[src/rtl/esc_pkg.sv]
package esc_pkg;
    typedef enum logic [1:0] {
        KIND_BIT  = 2'd0,
        KIND_BYTE = 2'd1,
        KIND_PKT  = 2'd2,
        KIND_NONE = 2'd3
    } err_kind_e;

    localparam int unsigned BIT_INC_MAX = 8;
endpackage

[src/rtl/esc_inc_sel.sv]
module esc_inc_sel
    import esc_pkg::*;
#(
    parameter int unsigned INC_W = 4
) (
    input  err_kind_e        kind,
    input  logic [INC_W-1:0] bit_inc,
    input  logic             byte_err,
    input  logic             pkt_err,
    output logic [INC_W-1:0] inc
);
    localparam logic [INC_W-1:0] CLAMP = INC_W'(BIT_INC_MAX);

    always_comb begin
        unique case (kind)
            KIND_BIT:  inc = (bit_inc > CLAMP) ? CLAMP : bit_inc;
            KIND_BYTE: inc = INC_W'(byte_err);
            KIND_PKT:  inc = INC_W'(pkt_err);
            default:   inc = '0;
        endcase
    end
endmodule

[src/rtl/esc_sat_add.sv]
module esc_sat_add #(
    parameter int unsigned CNT_W = 16,
    parameter int unsigned INC_W = 4
) (
    input  logic [CNT_W-1:0] acc,
    input  logic [INC_W-1:0] inc,
    output logic [CNT_W-1:0] sum
);
    localparam logic [CNT_W:0] LIMIT = {1'b0, {CNT_W{1'b1}}};

    logic [CNT_W:0] wide;

    always_comb begin
        wide = {1'b0, acc} + (CNT_W+1)'(inc);
        sum  = (wide > LIMIT) ? {CNT_W{1'b1}} : wide[CNT_W-1:0];
    end
endmodule

[src/rtl/esc_win_track.sv]
module esc_win_track #(
    parameter int unsigned WIN_W = 16
) (
    input  logic [WIN_W-1:0] win_cnt,
    input  logic [WIN_W-1:0] win_len,
    input  logic             step,
    output logic [WIN_W-1:0] cnt_next,
    output logic             done
);
    logic [WIN_W:0] bumped;

    always_comb begin
        bumped   = {1'b0, win_cnt} + 1'b1;
        cnt_next = step ? bumped[WIN_W-1:0] : win_cnt;
        done     = (win_len == '0) || (step && (bumped == {1'b0, win_len}));
    end
endmodule

[src/rtl/esc_meter.sv]
module esc_meter
    import esc_pkg::*;
#(
    parameter int unsigned CNT_W = 16,
    parameter int unsigned WIN_W = 16,
    parameter int unsigned INC_W = 4
) (
    input  logic             clk,
    input  logic             rst_n,
    input  logic             ctl_we,
    input  logic             ctl_start,
    input  logic             ctl_inf,
    input  logic [WIN_W-1:0] ctl_window,
    input  logic [1:0]       ctl_kind,
    input  logic             ev_valid,
    input  logic [INC_W-1:0] ev_bit_inc,
    input  logic             ev_byte_err,
    input  logic             ev_pkt_err,
    output logic [CNT_W-1:0] meas_count,
    output logic             meas_busy
);
    typedef struct packed {
        logic             busy;
        logic             inf;
        err_kind_e        kind;
        logic [WIN_W-1:0] win_len;
        logic [WIN_W-1:0] win_cnt;
        logic [CNT_W-1:0] count;
    } meter_st_t;

    meter_st_t st_d, st_q;

    logic [INC_W-1:0] inc_w;
    logic [CNT_W-1:0] sum_w;
    logic [WIN_W-1:0] win_next_w;
    logic             win_done_w;
    logic             step_w;
    logic             mode_inf_q;

    assign step_w     = st_q.busy && !st_q.inf && ev_valid && !ctl_we;
    assign mode_inf_q = st_q.inf;

    esc_inc_sel #(.INC_W(INC_W)) inc_sel_i (
        .kind     (st_q.kind),
        .bit_inc  (ev_bit_inc),
        .byte_err (ev_byte_err),
        .pkt_err  (ev_pkt_err),
        .inc      (inc_w)
    );

    esc_sat_add #(.CNT_W(CNT_W), .INC_W(INC_W)) sat_add_i (
        .acc (st_q.count),
        .inc (inc_w),
        .sum (sum_w)
    );

    esc_win_track #(.WIN_W(WIN_W)) win_track_i (
        .win_cnt  (st_q.win_cnt),
        .win_len  (st_q.win_len),
        .step     (step_w),
        .cnt_next (win_next_w),
        .done     (win_done_w)
    );

    always_comb begin
        st_d = st_q;
        if (ctl_we) begin
            if (ctl_start) begin
                st_d.busy    = 1'b1;
                st_d.inf     = ctl_inf;
                st_d.kind    = err_kind_e'(ctl_kind);
                st_d.win_len = ctl_window;
                st_d.win_cnt = '0;
                st_d.count   = '0;
            end else begin
                st_d.busy = 1'b0;
            end
        end else if (st_q.busy) begin
            if (ev_valid) begin
                st_d.count = sum_w;
            end
            if (!st_q.inf) begin
                st_d.win_cnt = win_next_w;
                if (win_done_w) begin
                    st_d.busy = 1'b0;
                end
            end
        end
    end

    always_ff @(posedge clk or negedge rst_n) begin
        if (!rst_n) begin
            st_q <= '{busy: 1'b0, inf: 1'b0, kind: KIND_BIT,
                      win_len: '0, win_cnt: '0, count: '0};
        end else begin
            st_q <= st_d;
        end
    end

    assign meas_count = st_q.count;
    assign meas_busy  = st_q.busy;
endmodule

[config.mk]
export PLATFORM = sky130hd
export DESIGN_NAME = esc_meter
export DESIGN_NICKNAME = d
export VERILOG_FILES = /design/src/rtl/esc_pkg.sv /design/src/rtl/esc_inc_sel.sv /design/src/rtl/esc_sat_add.sv /design/src/rtl/esc_win_track.sv /design/src/rtl/esc_meter.sv
export SDC_FILE = /design/constraint.sdc
export NUM_CORES = 1
export LEC_CHECK = 0
export CAP_MARGIN = 30
export CORE_MARGIN = 10
export CORE_UTILIZATION = 65
export CTS_BUF_LIST = sky130_fd_sc_hd__clkbuf_4
export DETAILED_ROUTE_END_ITERATION = 10
export DONT_BUFFER_PORTS = 1
export PLACE_DENSITY = 0.9
export SLEW_MARGIN = 30
export SYNTH_ARGS = -nofsm -noshare
export SYNTH_HDL_FRONTEND = slang
export SYNTH_HIERARCHICAL = 1
export SYNTH_SLANG_ARGS = --single-unit
[constraint.sdc]
create_clock -name clk -period 3.1 [get_ports clk]
set_input_delay 0.465 -clock clk [delete_from_list [all_inputs] [get_ports clk]]
set_output_delay 0.465 -clock clk [all_outputs]
set_load 0.05 [all_outputs]
## Yosys cells after proc, flatten, opt, wreduce, memory -nomap -nowiden

Index checks and enable logic that the tools add are counted.

| storage, ports and cells | value |
|---|---|
| register bits | 52 |
| input bits | 30 |

| cells by class | value |
|---|---|
| add/subtract/negate cells | 2 |
| magnitude comparators | 2 |
| equality and inequality tests | 5 |
| muxes and demuxes | 14 |
| reduce and logical (&&, ||, !) cells | 15 |

Operator list:

| operator | number |
|---|---|
| 32-bit two-way mux | 3 |
| 16-bit two-way mux | 4 |
| 16-bit by 1-bit adder with 17-bit output (second input constant) | 1 |
| 16-bit by 4-bit adder with 17-bit output | 1 |
| 17-bit by 16-bit == test with 1-bit output | 1 |
| 17-bit by 16-bit > comparator with 1-bit output (second input constant) | 1 |
| 16-bit logical NOT | 1 |
| 4-bit one-hot mux with 3 select lines | 1 |
| 2-bit nonzero test | 3 |
| 1-bit two-way mux | 5 |
| 4-bit > comparator (second input constant) | 1 |
| 1-bit logical AND | 4 |
| 4-bit two-way mux | 1 |
| 4-bit AND reduction | 1 |
| 3-bit AND reduction | 1 |
| 2-bit by 1-bit == test with 1-bit output (second input constant) | 1 |
| 2-bit == test (second input constant) | 1 |
| 1-bit logical NOT | 2 |
| 2-bit logical NOT | 1 |
| 2-bit by 1-bit != test with 1-bit output (second input constant) | 1 |
| 2-bit != test (second input constant) | 1 |
| 2-bit AND reduction | 1 |
| 1-bit logical OR | 1 |

## Logic depth before layout (Yosys ltp)

Gate-level depths: netlist of run 1.

| logic depth | value |
|---|---|
| word-level depth | 10 |
| depth in mapped cells | 12 |
| gate-level depth less buffers | 11 |

## Cells and area by module

Netlist of run 1, hierarchy kept.

Modules (own cells, without submodules):

| module | times used | cells an instance | area each (sq um) | sequential area each (sq um) |
|---|---|---|---|---|
| esc_meter | 1 | 249 | 2959.1 | 1301.2 |
| esc_win_track | 1 | 127 | 937.1 | 0.0 |
| esc_sat_add | 1 | 74 | 555.5 | 0.0 |
| esc_inc_sel | 1 | 8 | 57.6 | 0.0 |

## Worst setup path before layout of run 1

OpenSTA, ideal clock, no wires.

| timing path | value |
|---|---|
| kind | input port to flip-flop |
| from | input ev_bit_inc[3] |
| to | register st_q, in the netlist meas_count[14] |
| library setup time | 0.128 ns |
| arrival | 2.617 ns |
| slack | 0.355 ns |
| stages on the path | 11 |
| path through | or3b_1 a22oi_2 ha_1 inv_1 fa_1 nand2b_1 a21oi_2 nand4_1 mux2_1 nand4b_1 o211ai_2 |

| between the ends | value |
|---|---|
| longest elaborated chain between the ends | 9 |

Ends and longest elaborated chain:

| what | RTL line | text |
|---|---|---|
| start, declared | esc_meter.sv:16 | `input logic [INC_W-1:0] ev_bit_inc,` |
| 4-bit > comparator (*) | esc_inc_sel.sv:16 | `KIND_BIT: inc = (bit_inc > CLAMP) ? CLAMP : bit_inc;` |
| 4-bit two-way mux (*) | esc_inc_sel.sv:16 |  |
| 4-bit one-hot mux with 3 select lines (*) | esc_inc_sel.sv:15 | `unique case (kind)` |
| net inc_w[0] | esc_meter.sv:33 | `logic [INC_W-1:0] inc_w;` |
| 16-bit by 4-bit adder with 17-bit output (*) | esc_sat_add.sv:14 | `wide = {1'b0, acc} + (CNT_W+1)'(inc);` |
| 17-bit by 16-bit > comparator with 1-bit output | esc_sat_add.sv:15 | `sum = (wide > LIMIT) ? {CNT_W{1'b1}} : wide[CNT_W-1:0];` |
| 16-bit two-way mux (*) | esc_sat_add.sv:15 |  |
| net sum_w[14] | esc_meter.sv:34 | `logic [CNT_W-1:0] sum_w;` |
| 16-bit two-way mux (*) | esc_meter.sv:79 | `if (ev_valid) begin` |
| 32-bit two-way mux (*) | esc_meter.sv:78 | `end else if (st_q.busy) begin` |
| 32-bit two-way mux (*) | esc_meter.sv:67 | `if (ctl_we) begin` |
| end signal, assigned | esc_meter.sv:93 | `st_q <= '{busy: 1'b0, inf: 1'b0, kind: KIND_BIT,` |
| end signal, assigned | esc_meter.sv:96 | `st_q <= st_d;` |
| end, declared | esc_meter.sv:31 | `meter_st_t st_d, st_q;` |

Mark *: on every way through the listed nets, which the timed path passes. The rest lies on a longest branch. The select of a mux whose other input is x is not followed.
A chain may end at the register's enable or synchronous reset.

## Worst setup path after layout of run 1

| timing path | value |
|---|---|
| from | register st_q[49] (netlist name) |
| to | register st_q, in the netlist meas_count[10] |

| between the ends | value |
|---|---|
| longest elaborated chain between the ends | 8 |
| elaborated cells between the ends (all ways) | 10 |
| classes of those cells | 1 x add/sub; 1 x order compare; 2 x eq/ne; 5 x mux; 1 x reduce/logical |

Ends and longest elaborated chain:

| what | RTL line |
|---|---|
| 2-bit == test, or another cell as far along | esc_inc_sel.sv:15 |
| 4-bit one-hot mux with 3 select lines (*) | esc_inc_sel.sv:15 |
| net inc_w[0] | esc_meter.sv:33 |
| 16-bit by 4-bit adder with 17-bit output (*) | esc_sat_add.sv:14 |
| 17-bit by 16-bit > comparator with 1-bit output | esc_sat_add.sv:15 |
| 16-bit two-way mux (*) | esc_sat_add.sv:15 |
| net sum_w[10] | esc_meter.sv:34 |
| 16-bit two-way mux (*) | esc_meter.sv:79 |
| 32-bit two-way mux (*) | esc_meter.sv:78 |
| 32-bit two-way mux (*) | esc_meter.sv:67 |

Marked as above.

==> results of run 1 <==
cells in the mapped netlist (11+ instances only):
cell type / n / area [um2]
nand4bb_1: 16 / 180
o211ai_2: 20 / 250
mux2_1: 20 / 225
nand2b_1: 37 / 231
xnor2_1: 27 / 236
buf_4: 20 / 150
nand2_1: 20 / 75.1
o211ai_1: 13 / 97.6
dfrtp_1: 52 / 1300
nand4b_1: 17 / 149
nor2_1: 11 / 41.3
nand3b_1: 33 / 248
worst paths after layout:
check,from,endpoint,cells past startpoint
max,st_q[49]$_DFFE_PN0P_,meas_count[10]$_DFFE_PN0P_,11
min,ctl_window[8],st_q[40]$_DFFE_PN0P_,1
max reg2reg,st_q[49]$_DFFE_PN0P_,meas_count[10]$_DFFE_PN0P_,11
min reg2reg,st_q[37]$_DFFE_PN0P_,st_q[37]$_DFFE_PN0P_,1
max in group asynchronous,rst_n,st_q[42]$_DFFE_PN0P_,2
min in group asynchronous,rst_n,meas_count[9]$_DFFE_PN0P_,2
registers in the layout, summed over array words and instances, names as in the netlist:
signal / count
mode_inf_q: 1
meas_count: 16
meas_busy: 1
st_q: 34
metrics by stage:
| step | cells | total power [W] | hold WS [ns] |
|---|---|---|---|
| floorplan | 458 | 0.00103 | 0.169 |
| global placement | 496 | 0.00103 | 0.172 |
| detailed placement | 496 | 0.00105 | 0.171 |
| CTS | 506 | 0.00145 | 0.201 |
| global route | 506 | 0.00151 | 0.189 |
| finish | 506 | 0.00144 | 0.203 |
routing by layer:
metal	vias up	global-route usage
met2	103	0.319
met1	1697	0.222
met4	0	0.0513
li1	1606	-
met3	14	0.0399
met5	-	0
power groups by stage:
stage,clock (W),combinational (W),sequential (W)
final,0.000383,0.000280,0.000776
after detailed placement,0,0.000259,0.000789
after floorplan,0,0.000256,0.000777
after global placement,0,0.000249,0.000786
after global routing,0.000416,0.000304,0.000785
after CTS,0.000392,0.000279,0.000776
cell type report:
class                   instances  area (um2)  share of cell area
clock buffers                   5        37.5             0.00851
clock inverters                 3        37.5             0.00851
inverters                       5        18.8             0.00426
multi-input cells             348        2800               0.634
flip-flops and latches         52        1300               0.295
well taps                      80         100              0.0227
repair buffers                 13         120              0.0272
critical path, delay by kind of cell, from the launching register on:
family                   cells  cell delay, ns
flip-flops                   1            0.44
adder cells (fa/ha/maj)      2            0.59
AO/OA/AOI/OAI                4            0.94
buffers and inverters        1            0.06
AND/OR/NAND/NOR              4            0.78
repair_timing:
item / in CTS / in global routing
resized for setup: 0 / 1
endpoints found under the setup margin: 0 / 1
hold buffers: 2 / 0
hold endpoints to repair: 52 / 0
logic make-up (layout without fill, tap and decap cells):
group / after synthesis / after routing
buffers and inverters: 58 / 26
adder cells (fa/ha/maj): 6 / 6
flip-flops: 52 / 52
AO/OA/AOI/OAI: 78 / 78
XOR/XNOR: 37 / 37
AND/OR/NAND/NOR: 203 / 203
multiplexers: 24 / 24
==> results.md, run 1 <==
- Run status: completed
- Leakage: approximately 1.7 nW
- Total grt overflow: 0
- Crit path DAT: ~3.2 ns
- Gpl congestion: approximately 0.86
- Routed WL per cell: about 19 um
- Crit start category: register
- Post-synth EDFFs: 0
- HP Class: in -> reg
- Row count: 30
- Synth Area in Adders: 0.0183
- Die Area: 10700 um2
- Largest net degree at the start of global routing: 100
- Fin area: around 4400 um2
- Initial antenna violation count: 0
- Vias/cell: between 6 and 7
- Leading cell type in the layout, fill and taps excluded: dfrtp_1
- Final core utilization: 0.653
- Worst-margin pin slew: 0.719 ns
- Final nets: 461
- Post-synth cell types: between 70 and 80
- Fmax: 347 MHz
- Max Cap Viol: 0
- Largest stage delay, worst path: ~0.48 ns
- Detailed-placement wirelength estimate: 6690 um
- Post-CTS Setup Bufs: 0
- Vias in the first global route: between 3k and 4k
- Slew headroom: 0.521
- Async SR Flop Fraction: 1.00
- Met3 WL: between 500 and 600 um
- Metal-1 WL: 4130 um
- Net Sw Power: between 0.0004 and 0.0005 W
- Die Y-Extent: a little over 100 um
- Filler cell count: 539
- CTS buffer count: 5
- Area Growth Syn to Fin: -2.19%
- First-pass GRT wire length: around 16000 um
- Synth Area in Simple Gates: 0.320
- Largest family of logic cells by synthesized area: simple AND/OR/NAND/NOR gates
- Prevailing post-synth register cell: dfrtp_1
- Synth warnings: 6
- Synth Area in XOR/XNOR: 0.0719
- Clock Pin Slew Worst Setup and Hold Paths: ~0.16 ns
- P_int: just over 0.001 W
- Worst clock skew: 0.0243 ns
- Critical setup path kind: reg -> reg
- Synth Area in Compound Gates: 0.149
- Mapped Avg Cell Area: ~9.8 um2
- H-tree Lvls: 2
- Crit path capture type: register
- Initial core utilization: 0.667
- Gate power share: 0.195
- Via count: about 3.4k
- Final period util: 0.931
- Reg power frac: 0.539
- Post-route DRC: 0
- Unrepaired setup endpoints after global routing: no
- Post-route worst setup slack: 0.214 ns
- Root buffer cell: clkbuf_4
- Switching Fraction: 0.292
- Peak supply drop: ~0.00021 V
- DR top layer: met4
- Final setup violation count: 0
- Synth Cell Area: roughly 4500 um2
- Clock sinks: 52
- Worst-path maximum fanout: 6
- Iteration-0 DRC count of the detailed router: roughly 360
- Dpl ws: approximately 0.10 ns
- Most frequent cells in the layout: 52 x dfrtp_1, 37 x nand2b_1, 33 x nand3b_1
- Die Wd: a little over 100 um
- Min Tclk post-route: 2.89 ns
- TNS Setup: 0 ns
- Met2 wire length: 4880 um
- Total wire length: just under 10000 um
- CTS tree: built
- Clk buf depth: 2
- #FFs+latches synth: 52
- Sequential element share of the synthesized area: 0.289
- Final Hold Fails: 0
- Clock network fraction of total power: 0.266
- Reg2Reg Setup Slack: about 0.21 ns
- Post-Syn Nets: 494
- PortBufs: 0
- CORE AREA: around 6800 um2
- Critical Path Slowest Stage Cell: a211oi_1
- I/O pins: 47
- Post-synthesis mux area share: 0.0591
- Power density over the cells: ~330 nW/um2
- Dpl cell area: roughly 4300 um2
- Worst-path cell chain: or3b_1, a22oi_2, ha_1, inv_1, fa_1, nand2b_1, a211oi_1, a31o_2, nand3_2, nand4b_1, o211ai_2
- Share of post-route cells with drive strength above 1: 0.155
- WP data required: between 3 and 4 ns
- Diodes inserted: 0
- Global Route Usage Sum: 0.183
- Clk_lat worst skew: 0.38 ns
- Synthesized instance count: 458
- Fin. max-slew vios: 0
- Routed Antenna Nets: 0
- Total iterations of the first detailed-routing run: 7
Note: power is estimated with default switching activity, not from simulation.
==> run 2, diff against run 1 <==
--- a/config.mk
+++ b/config.mk
@@ -5,13 +5,13 @@
 export SDC_FILE = /design/constraint.sdc
 export NUM_CORES = 1
 export LEC_CHECK = 0
-export CAP_MARGIN = 30
+export CAP_MARGIN = 20
 export CORE_MARGIN = 10
-export CORE_UTILIZATION = 65
+export CORE_UTILIZATION = 50
 export CTS_BUF_LIST = sky130_fd_sc_hd__clkbuf_4
 export DETAILED_ROUTE_END_ITERATION = 10
 export DONT_BUFFER_PORTS = 1
-export PLACE_DENSITY = 0.9
+export PLACE_DENSITY = 0.74
 export SLEW_MARGIN = 30
 export SYNTH_ARGS = -nofsm -noshare
 export SYNTH_HDL_FRONTEND = slang
==> constraint.sdc (replaced) <==
create_clock -name clk -period 3.1 [get_ports clk]
set_input_delay 0.62 -clock clk [delete_from_list [all_inputs] [get_ports clk]]
set_output_delay 0.62 -clock clk [all_outputs]
set_load 0.05 [all_outputs]
==> results.md, run 2 (synthesis gave the netlist of run 1 again) <==
- Leading cell type in the layout, fill and taps excluded: dfrtp_1 (unchanged)
- Inst Count DP: 526 (was 496)
- Dpl cell area: 4340 um2 (was 4290 um2)
- Final period util: 0.931 (about the same)
- Reg2Reg Setup Slack: 0.22 ns (was 0.21 ns)
- Dpl ws: 0.0195 ns (was 0.101 ns)
- PortBufs: 0 (unchanged)
- TNS Setup: 0 ns (unchanged)
- Min Tclk post-route: 2.88 ns (was 2.89 ns)
- Routed WL per cell: 18.0 um (was 19.1 um)
- Clk_lat worst skew: 0.38 ns (about the same)
- Final Hold Fails: 0 (unchanged)
- CTS tree: built (unchanged)
- Gpl congestion: 0.863 (was 0.856)
- Run status: completed (unchanged)
- Initial core utilization: 0.515 (was 0.667)
- Crit start category: register (unchanged)
- Fin area: 4450 um2 (was 4410 um2)
- Crit path DAT: 3.20 ns (was 3.17 ns)
- HP Class: in -> async (was in -> reg)
- Worst-path maximum fanout: 12 (was 6)
- Global Route Usage Sum: 0.147 (was 0.183)
- Worst clock skew: 0.0343 ns (was 0.0243 ns)
- Vias in the first global route: 3319 (was 3290)
- Area Growth Syn to Fin: -1.36% (was -2.19%)
- Power density over the cells: 326 nW/um2 (about the same)
- Diodes inserted: 0 (unchanged)
- I/O pins: 47 (unchanged)
- Final non-filler cell total: 535 (was 506)
- Final core utilization: 0.508 (was 0.653)
- Die Area: 13200 um2 (was 10700 um2)
- Post-route DRC: 0 (unchanged)
- Slew headroom: 0.517 (was 0.521)
- Via count: 3328 (was 3420)
- Post-route worst setup slack: 0.215 ns (was 0.214 ns)
- Routed Antenna Nets: 0 (unchanged)
- H-tree Lvls: 2 (unchanged)
- Clk buf depth: 2 (unchanged)
- Die Wd: 115 um (was 103 um)
- Max Cap Viol: 0 (unchanged)
- Total iterations of the first detailed-routing run: 5 (was 7)
- Clock Pin Slew Worst Setup and Hold Paths: 0.17 ns (was 0.16 ns)
- Clock sinks: 52 (unchanged)
- Row count: 34 (was 30)
- Share of post-route cells with drive strength above 1: 0.164 (was 0.155)
- Initial antenna violation count: 0 (unchanged)
- Vias/cell: 6.22 (was 6.76)
- Final nets: 462 (was 461)
- Max FFs per register: 34 (unchanged)
- WP data required: 3.41 ns (was 3.38 ns)
- Most frequent cells in the layout: 52 x dfrtp_1, 37 x nand2b_1, 33 x nand3b_1 (unchanged)
- Critical setup path kind: reg -> reg (unchanged)
- Detailed-placement wirelength estimate: 6630 um (was 6690 um)
- Peak supply drop: 0.000232 V (was 0.000210 V)
- Largest net degree at the start of global routing: 100 (unchanged)
- CTS buffer count: 5 (unchanged)
- Fin. max-slew vios: 0 (unchanged)
- Iteration-0 DRC count of the detailed router: 252 (was 362)
- Total wire length: 9640 um (was 9680 um)
- Largest register by flop count: st_q (unchanged)
- Leakage: 1.76 nW (was 1.75 nW)
- Root buffer cell: clkbuf_4 (unchanged)
- Worst-margin pin slew: 0.725 ns (was 0.719 ns)
- Die Y-Extent: 115 um (was 103 um)
- Crit path capture type: register (unchanged)
- First-pass GRT wire length: 16500 um (was 16000 um)
- Total grt overflow: 0 (unchanged)
- CORE AREA: 8760 um2 (was 6760 um2)
- Unrepaired setup endpoints after global routing: no (unchanged)
- Fmax: 347 MHz (about the same)
- Final setup violation count: 0 (unchanged)
-- run 2: through the flow --
step / hold WS (ns) / power [W]
after floorplan: 0.324 / 0.00103
after global placement: 0.326 / 0.00104
after detailed placement: 0.327 / 0.00105
after CTS: 0.0631 / 0.00147
after global routing: 0.0585 / 0.00153
final: 0.0555 / 0.00145
-- run 2: timing repair --
| item | CTS | global route |
|---|---|---|
| gates resized for setup | 0 | 0 |
| hold buffers | 1 | 0 |
| buffers inserted | 0 | 0 |
| endpoints found under the hold margin | 52 | 0 |
-- run 2: per-layer routing --
layer	track usage	up-vias	part of all wire
met2	0.232	70	0.48
li1	-	1615	-
met4	0.0388	0	0.0064
met5	0	-	0
met1	0.196	1638	0.46
met3	0.0380	5	0.058
-- run 2: worst paths after layout --
| check | start | to | cells after the start |
|---|---|---|---|
| max reg2reg | st_q[49]$_DFFE_PN0P_ | meas_count[3]$_DFFE_PN0P_ | 12 |
| max in group asynchronous | rst_n | st_q[21]$_DFFE_PN0P_ | 1 |
| max | st_q[49]$_DFFE_PN0P_ | meas_count[3]$_DFFE_PN0P_ | 12 |
| min | rst_n | meas_count[9]$_DFFE_PN0P_ | 1 |
| min in group clk | ctl_window[13] | st_q[45]$_DFFE_PN0P_ | 1 |
| min reg2reg | st_q[36]$_DFFE_PN0P_ | st_q[36]$_DFFE_PN0P_ | 1 |
-- run 2: area by class of cell --
cell class                      count  area (um2)
Clock buffer                        6        45.0
Clock inverter                      2        35.0
Fill cell                         819        4320
Inverter                            5        18.8
Multi-Input combinational cell    348        2790
Sequential cell                    52        1300
Tap cell                          108         135
Timing Repair Buffer               14         125
-- run 2: worst max-delay path: stages, from the launching register on --
cell and delay, ns:
dfrtp_1 0.45, or3b_1 0.37, a22oi_2 0.13, ha_1 0.21, inv_1 0.07, fa_1 0.40, nand2b_1 0.21, a21oi_2 0.24
nand4_2 0.14, buf_4 0.26, o21ai_1 0.10, nand4b_1 0.12, o211ai_1 0.12
-- run 2: where the power goes --
group          internal [W]  switching, W  total (W)
registers          0.000721     0.0000655   0.000787
clock network      0.000178      0.000222   0.000401
logic              0.000129      0.000134   0.000263
total               0.00103      0.000422    0.00145
==> run 3, diff against run 2 <==
--- a/config.mk
+++ b/config.mk
@@ -9,11 +9,12 @@
 export CORE_MARGIN = 10
 export CORE_UTILIZATION = 50
 export CTS_BUF_LIST = sky130_fd_sc_hd__clkbuf_4
+export CTS_CLUSTER_SIZE = 30
 export DETAILED_ROUTE_END_ITERATION = 10
 export DONT_BUFFER_PORTS = 1
 export PLACE_DENSITY = 0.74
+export RECOVER_POWER = 50
 export SLEW_MARGIN = 30
 export SYNTH_ARGS = -nofsm -noshare
 export SYNTH_HDL_FRONTEND = slang
-export SYNTH_HIERARCHICAL = 1
 export SYNTH_SLANG_ARGS = --single-unit
==> results.md, run 3 <==
- Die Wd: 102 um (was 115 um)
- Leakage: 1.49 nW (was 1.76 nW)
- Critical setup path kind: reg -> reg (unchanged)
- Reg2Reg Setup Slack: 0.34 ns (was 0.22 ns)
- Clk buf depth: 2 (unchanged)
- Largest register by flop count: st_q (unchanged)
- WP data required: 3.38 ns (was 3.41 ns)
- Worst flop-to-flop path endpoint: meas_count[5]$_DFFE_PN0P_ (was meas_count[3]$_DFFE_PN0P_)
- Post-CTS Setup Bufs: 0 (unchanged)
- Initial antenna violation count: 0 (unchanged)
- Crit start category: register (unchanged)
- Gate power share: 0.173 (was 0.181)
- Power density over the cells: 395 nW/um2 (was 326 nW/um2)
- Leading cell type in the layout, fill and taps excluded: nand2_1 (was dfrtp_1)
- Largest net degree at the start of global routing: 53 (was 100)
- Storage cell area: 1300 um2 (unchanged)
- Die Y-Extent: 102 um (was 115 um)
- Global Route Usage Sum: 0.157 (was 0.147)
- Final Hold Fails: 0 (unchanged)
- Switching Fraction: 0.316 (was 0.291)
- Reg power frac: 0.590 (was 0.542)
- Worst path buffer plus inverter count: 1 (was 2)
- Hold-critical path endpoint: st_q[44]$_DFFE_PN0P_
- Detailed-placement wirelength estimate: 5890 um (was 6630 um)
- Most frequent cells in the layout: 78 x nand2_1, 52 x dfrtp_1, 29 x o21ai_0 (was 52 x dfrtp_1, 37 x nand2b_1, 33 x nand3b_1)
- Async SR Flop Fraction: 1.00 (unchanged)
- Dpl ws: 0.206 ns (was 0.0195 ns)
- Final period util: 0.890 (was 0.931)
- Final non-filler cell total: 456 (was 535)
- Yosys top cell area share: 0.386 (was 0.289)
- Final nets: 414 (was 462)
- Crit path capture type: register (unchanged)
- P_int: 0.000908 W (was 0.00103 W)
- Gpl congestion: 0.887 (was 0.863)
- Cell type with the largest total area after synthesis: dfrtp_1 (unchanged)
- Crit path DAT: 3.04 ns (was 3.20 ns)
- CORE AREA: 6460 um2 (was 8760 um2)
- PortBufs: 0 (unchanged)
- CTS buffer count: 5 (unchanged)
- Worst Hold Depth: 2
- Critical path's top delay family: compound AO/OA/AOI/OAI gates (was simple AND/OR/NAND/NOR gates)
- Worst-path cell chain: nor3b_1, a21oi_1, o21ai_0, ha_1, inv_1, fa_1, nor2b_1, o21a_1, o211ai_1, o21ai_1, a21oi_1, a311oi_1 (was or3b_1, a22oi_2, ha_1, inv_1, fa_1, nand2b_1, a21oi_2, nand4_2, buf_4, o21ai_1, nand4b_1, o211ai_1)
- Initial core utilization: 0.522 (was 0.515)
- Total wire length: 8040 um (was 9640 um)
- Worst-margin pin slew: 2.35 ns (was 0.725 ns)
- Post-synth EDFFs: 0 (unchanged)
- Filler cell count: 639 (was 819)
- Row count: 29 (was 34)
- Die Area: 10400 um2 (was 13200 um2)
- Max FFs per register: 34 (unchanged)
- Final setup violation count: 0 (unchanged)
- Net Sw Power: 0.000419 W (was 0.000422 W)
- CTS tree: built (unchanged)
- Vias in the first global route: 2718 (was 3319)
- Post-route DRC: 0 (unchanged)
- RR Startpoint: st_q[48]$_DFFE_PN0P_ (was st_q[49]$_DFFE_PN0P_)
- Synth warnings: 0 (was 6)
- Prevailing post-synth register cell: dfrtp_1 (unchanged)
- #FFs+latches synth: 52 (unchanged)
- Diodes inserted: 0 (unchanged)
- Count leader, synth: nand2_1 (was dfrtp_1)
- Worst clock skew: 0.0132 ns (was 0.0343 ns)
- Fmax: 362 MHz (was 347 MHz)
- Clk_lat worst skew: 0.37 ns (was 0.38 ns)
- Area Growth Syn to Fin: -0.408% (was -1.36%)
- Total iterations of the first detailed-routing run: 5 (unchanged)
- Routed Antenna Nets: 0 (unchanged)
- Min Tclk post-route: 2.76 ns (was 2.88 ns)
- Routed WL per cell: 17.6 um (was 18.0 um)
- Critical Path Slowest Stage Cell: dfrtp_1 (unchanged)
- HP Class: in -> reg (was in -> async)
- Final core utilization: 0.520 (was 0.508)
- Max Cap Viol: 1 (was 0)
- Unrepaired setup endpoints after global routing: no (unchanged)
- Synth area leaders: dfrtp_1 39%, nand2_1 8.7%, o21ai_0 4.3% (was dfrtp_1 29%, o211ai_2 5.5%, nand3b_1 5.5%)
- Hold path start: ctl_window[12]
- Mapped Avg Cell Area: 8.60 um2 (was 9.85 um2)
- Iteration-0 DRC count of the detailed router: 272 (was 252)
- Post-Syn Nets: 428 (was 494)
- Total grt overflow: 0 (unchanged)
- Failing checks: max-capacitance violations, max-slew violations
- Fin. max-slew vios: 53 (was 0)
- CTS resizes: 0 (unchanged)
- Clock network fraction of total power: 0.237 (was 0.276)
- H-tree Lvls: 2 (unchanged)
- Synthesized instance count: 392 (was 458)
- Most instantiated cells after synthesis: 78 x nand2_1, 52 x dfrtp_1, 29 x o21ai_0 (was 52 x dfrtp_1, 37 x nand2b_1, 33 x nand3b_1)
- Clock sinks: 52 (unchanged)
- Total power: 0.00133 W (was 0.00145 W)
- Clock Pin Slew Worst Setup and Hold Paths: 0.15 ns (was 0.17 ns)
- TNS Setup: 0 ns (unchanged)
- Inst Count DP: 447 (was 526)
- Sequential element share of the synthesized area: 0.386 (was 0.289)
- CP most frequent cell: a21oi_1
- Post-synth cell types: 58 (was 71)
- Synth Cell Area: 3370 um2 (was 4510 um2)
- Share of post-route cells with drive strength above 1: 0.106 (was 0.164)
- Vias/cell: 6.05 (was 6.22)
- Root buffer cell: clkbuf_4 (unchanged)
- Via count: 2760 (was 3328)
- Post-route worst setup slack: 0.339 ns (was 0.215 ns)
- Largest stage delay, worst path: 0.46 ns (was 0.45 ns)
- Worst-path maximum fanout: 7 (was 12)
- Slew headroom: -0.569 (was 0.517)
- Multi-input gate area: 1760 um2 (was 2790 um2)
- Reg2Reg Depth: 12 (unchanged)
- I/O pins: 47 (unchanged)
- First-pass GRT wire length: 13400 um (was 16500 um)
- Peak supply drop: 0.000187 V (was 0.000232 V)
- Run status: complete, but fails checks (was completed)
[run 3: cell count changes after synthesis, moves of 11 or more]
| cell | change |
|---|---|
| nor2_1 | +17 |
| nand4bb_1 | -16 |
| o211ai_1 | -11 |
| nand4b_1 | -17 |
| nand2_1 | +58 |
| o21ai_0 | +24 |
| xnor2_1 | -14 |
| nand2b_1 | -35 |
| o211ai_2 | -20 |
| mux2_1 | -20 |
| nand3b_1 | -32 |
[run 3: cells by family after synthesis]
kind of cell               Yosys count  synth area share
xor gates and xnor gates            21            0.0546
DFF                                 52             0.386
muxes                                4            0.0126
buffers and inverters               44            0.0910
AOI/OAI and AO/OA                   87             0.159
adders and majority gates            6            0.0245
and+or+nand+nor                    178             0.273
[run 3: worst max-delay path by stage]
stage          cells past startpoint                        end                 start
6_report                          12  meas_count[5]$_DFFE_PN0P_  st_q[48]$_DFFE_PN0P_
5_1_grt                           12  meas_count[7]$_DFFE_PN0P_  st_q[48]$_DFFE_PN0P_
4_1_cts                           12  meas_count[5]$_DFFE_PN0P_  st_q[48]$_DFFE_PN0P_
3_5_place_dp                      12  meas_count[5]$_DFFE_PN0P_         ev_bit_inc[3]
3_3_place_gp                      12  meas_count[5]$_DFFE_PN0P_         ev_bit_inc[3]
2_1_floorplan                     12  meas_count[7]$_DFFE_PN0P_         ev_bit_inc[3]
[run 3: what timing repair did]
action	in CTS	in global routing
hold buffers	1	0
hold endpoints to repair	52	0
setup endpoints to repair	0	0
[run 3: metal layers]
layer  GRT usage  up-vias  share of wire  wire length [um]
li1            -     1336              -                 -
met1       0.208     1347           0.44              3560
met2       0.253       68           0.49              3980
met3      0.0331        9          0.051               410
met5           0        -              0                 0
met4      0.0456        0          0.011                92
[run 3: through the flow]
step | area [um2] | hold WS, ns
floorplan | 3370 | 0.324
global placement | 3290 | 0.327
detailed placement | 3290 | 0.327
CTS | 3370 | 0.0829
global route | 3360 | 0.321
finish | 3360 | 0.340
[run 3: worst register-to-register path, delay by kind of cell, from the launching register on]
family | cells | cell delay, ns
buffers and inverters | 1 | 0.06
AOI/OAI and AO/OA | 7 | 1.20
adders and majority gates | 2 | 0.61
DFF | 1 | 0.46
and+or+nand+nor | 2 | 0.34
[run 3: power groups by stage]
stage | combinational, W | clock, W | sequential (W)
3_3_place_gp | 0.000210 | 0 | 0.000793
2_1_floorplan | 0.000183 | 0 | 0.000775
3_5_place_dp | 0.000216 | 0 | 0.000795
5_1_grt | 0.000261 | 0.000354 | 0.000790
6_report | 0.000230 | 0.000314 | 0.000783
4_1_cts | 0.000235 | 0.000328 | 0.000782
[run 3: final cells by class]
type | instances | area share
Sequential cell | 52 | 0.388
Inverter | 10 | 0.0112
Multi-Input combinational cell | 296 | 0.525
Clock buffer | 6 | 0.0134
Clock inverter | 2 | 0.00410
Timing Repair Buffer | 13 | 0.0298
Tap cell | 77 | 0.0287
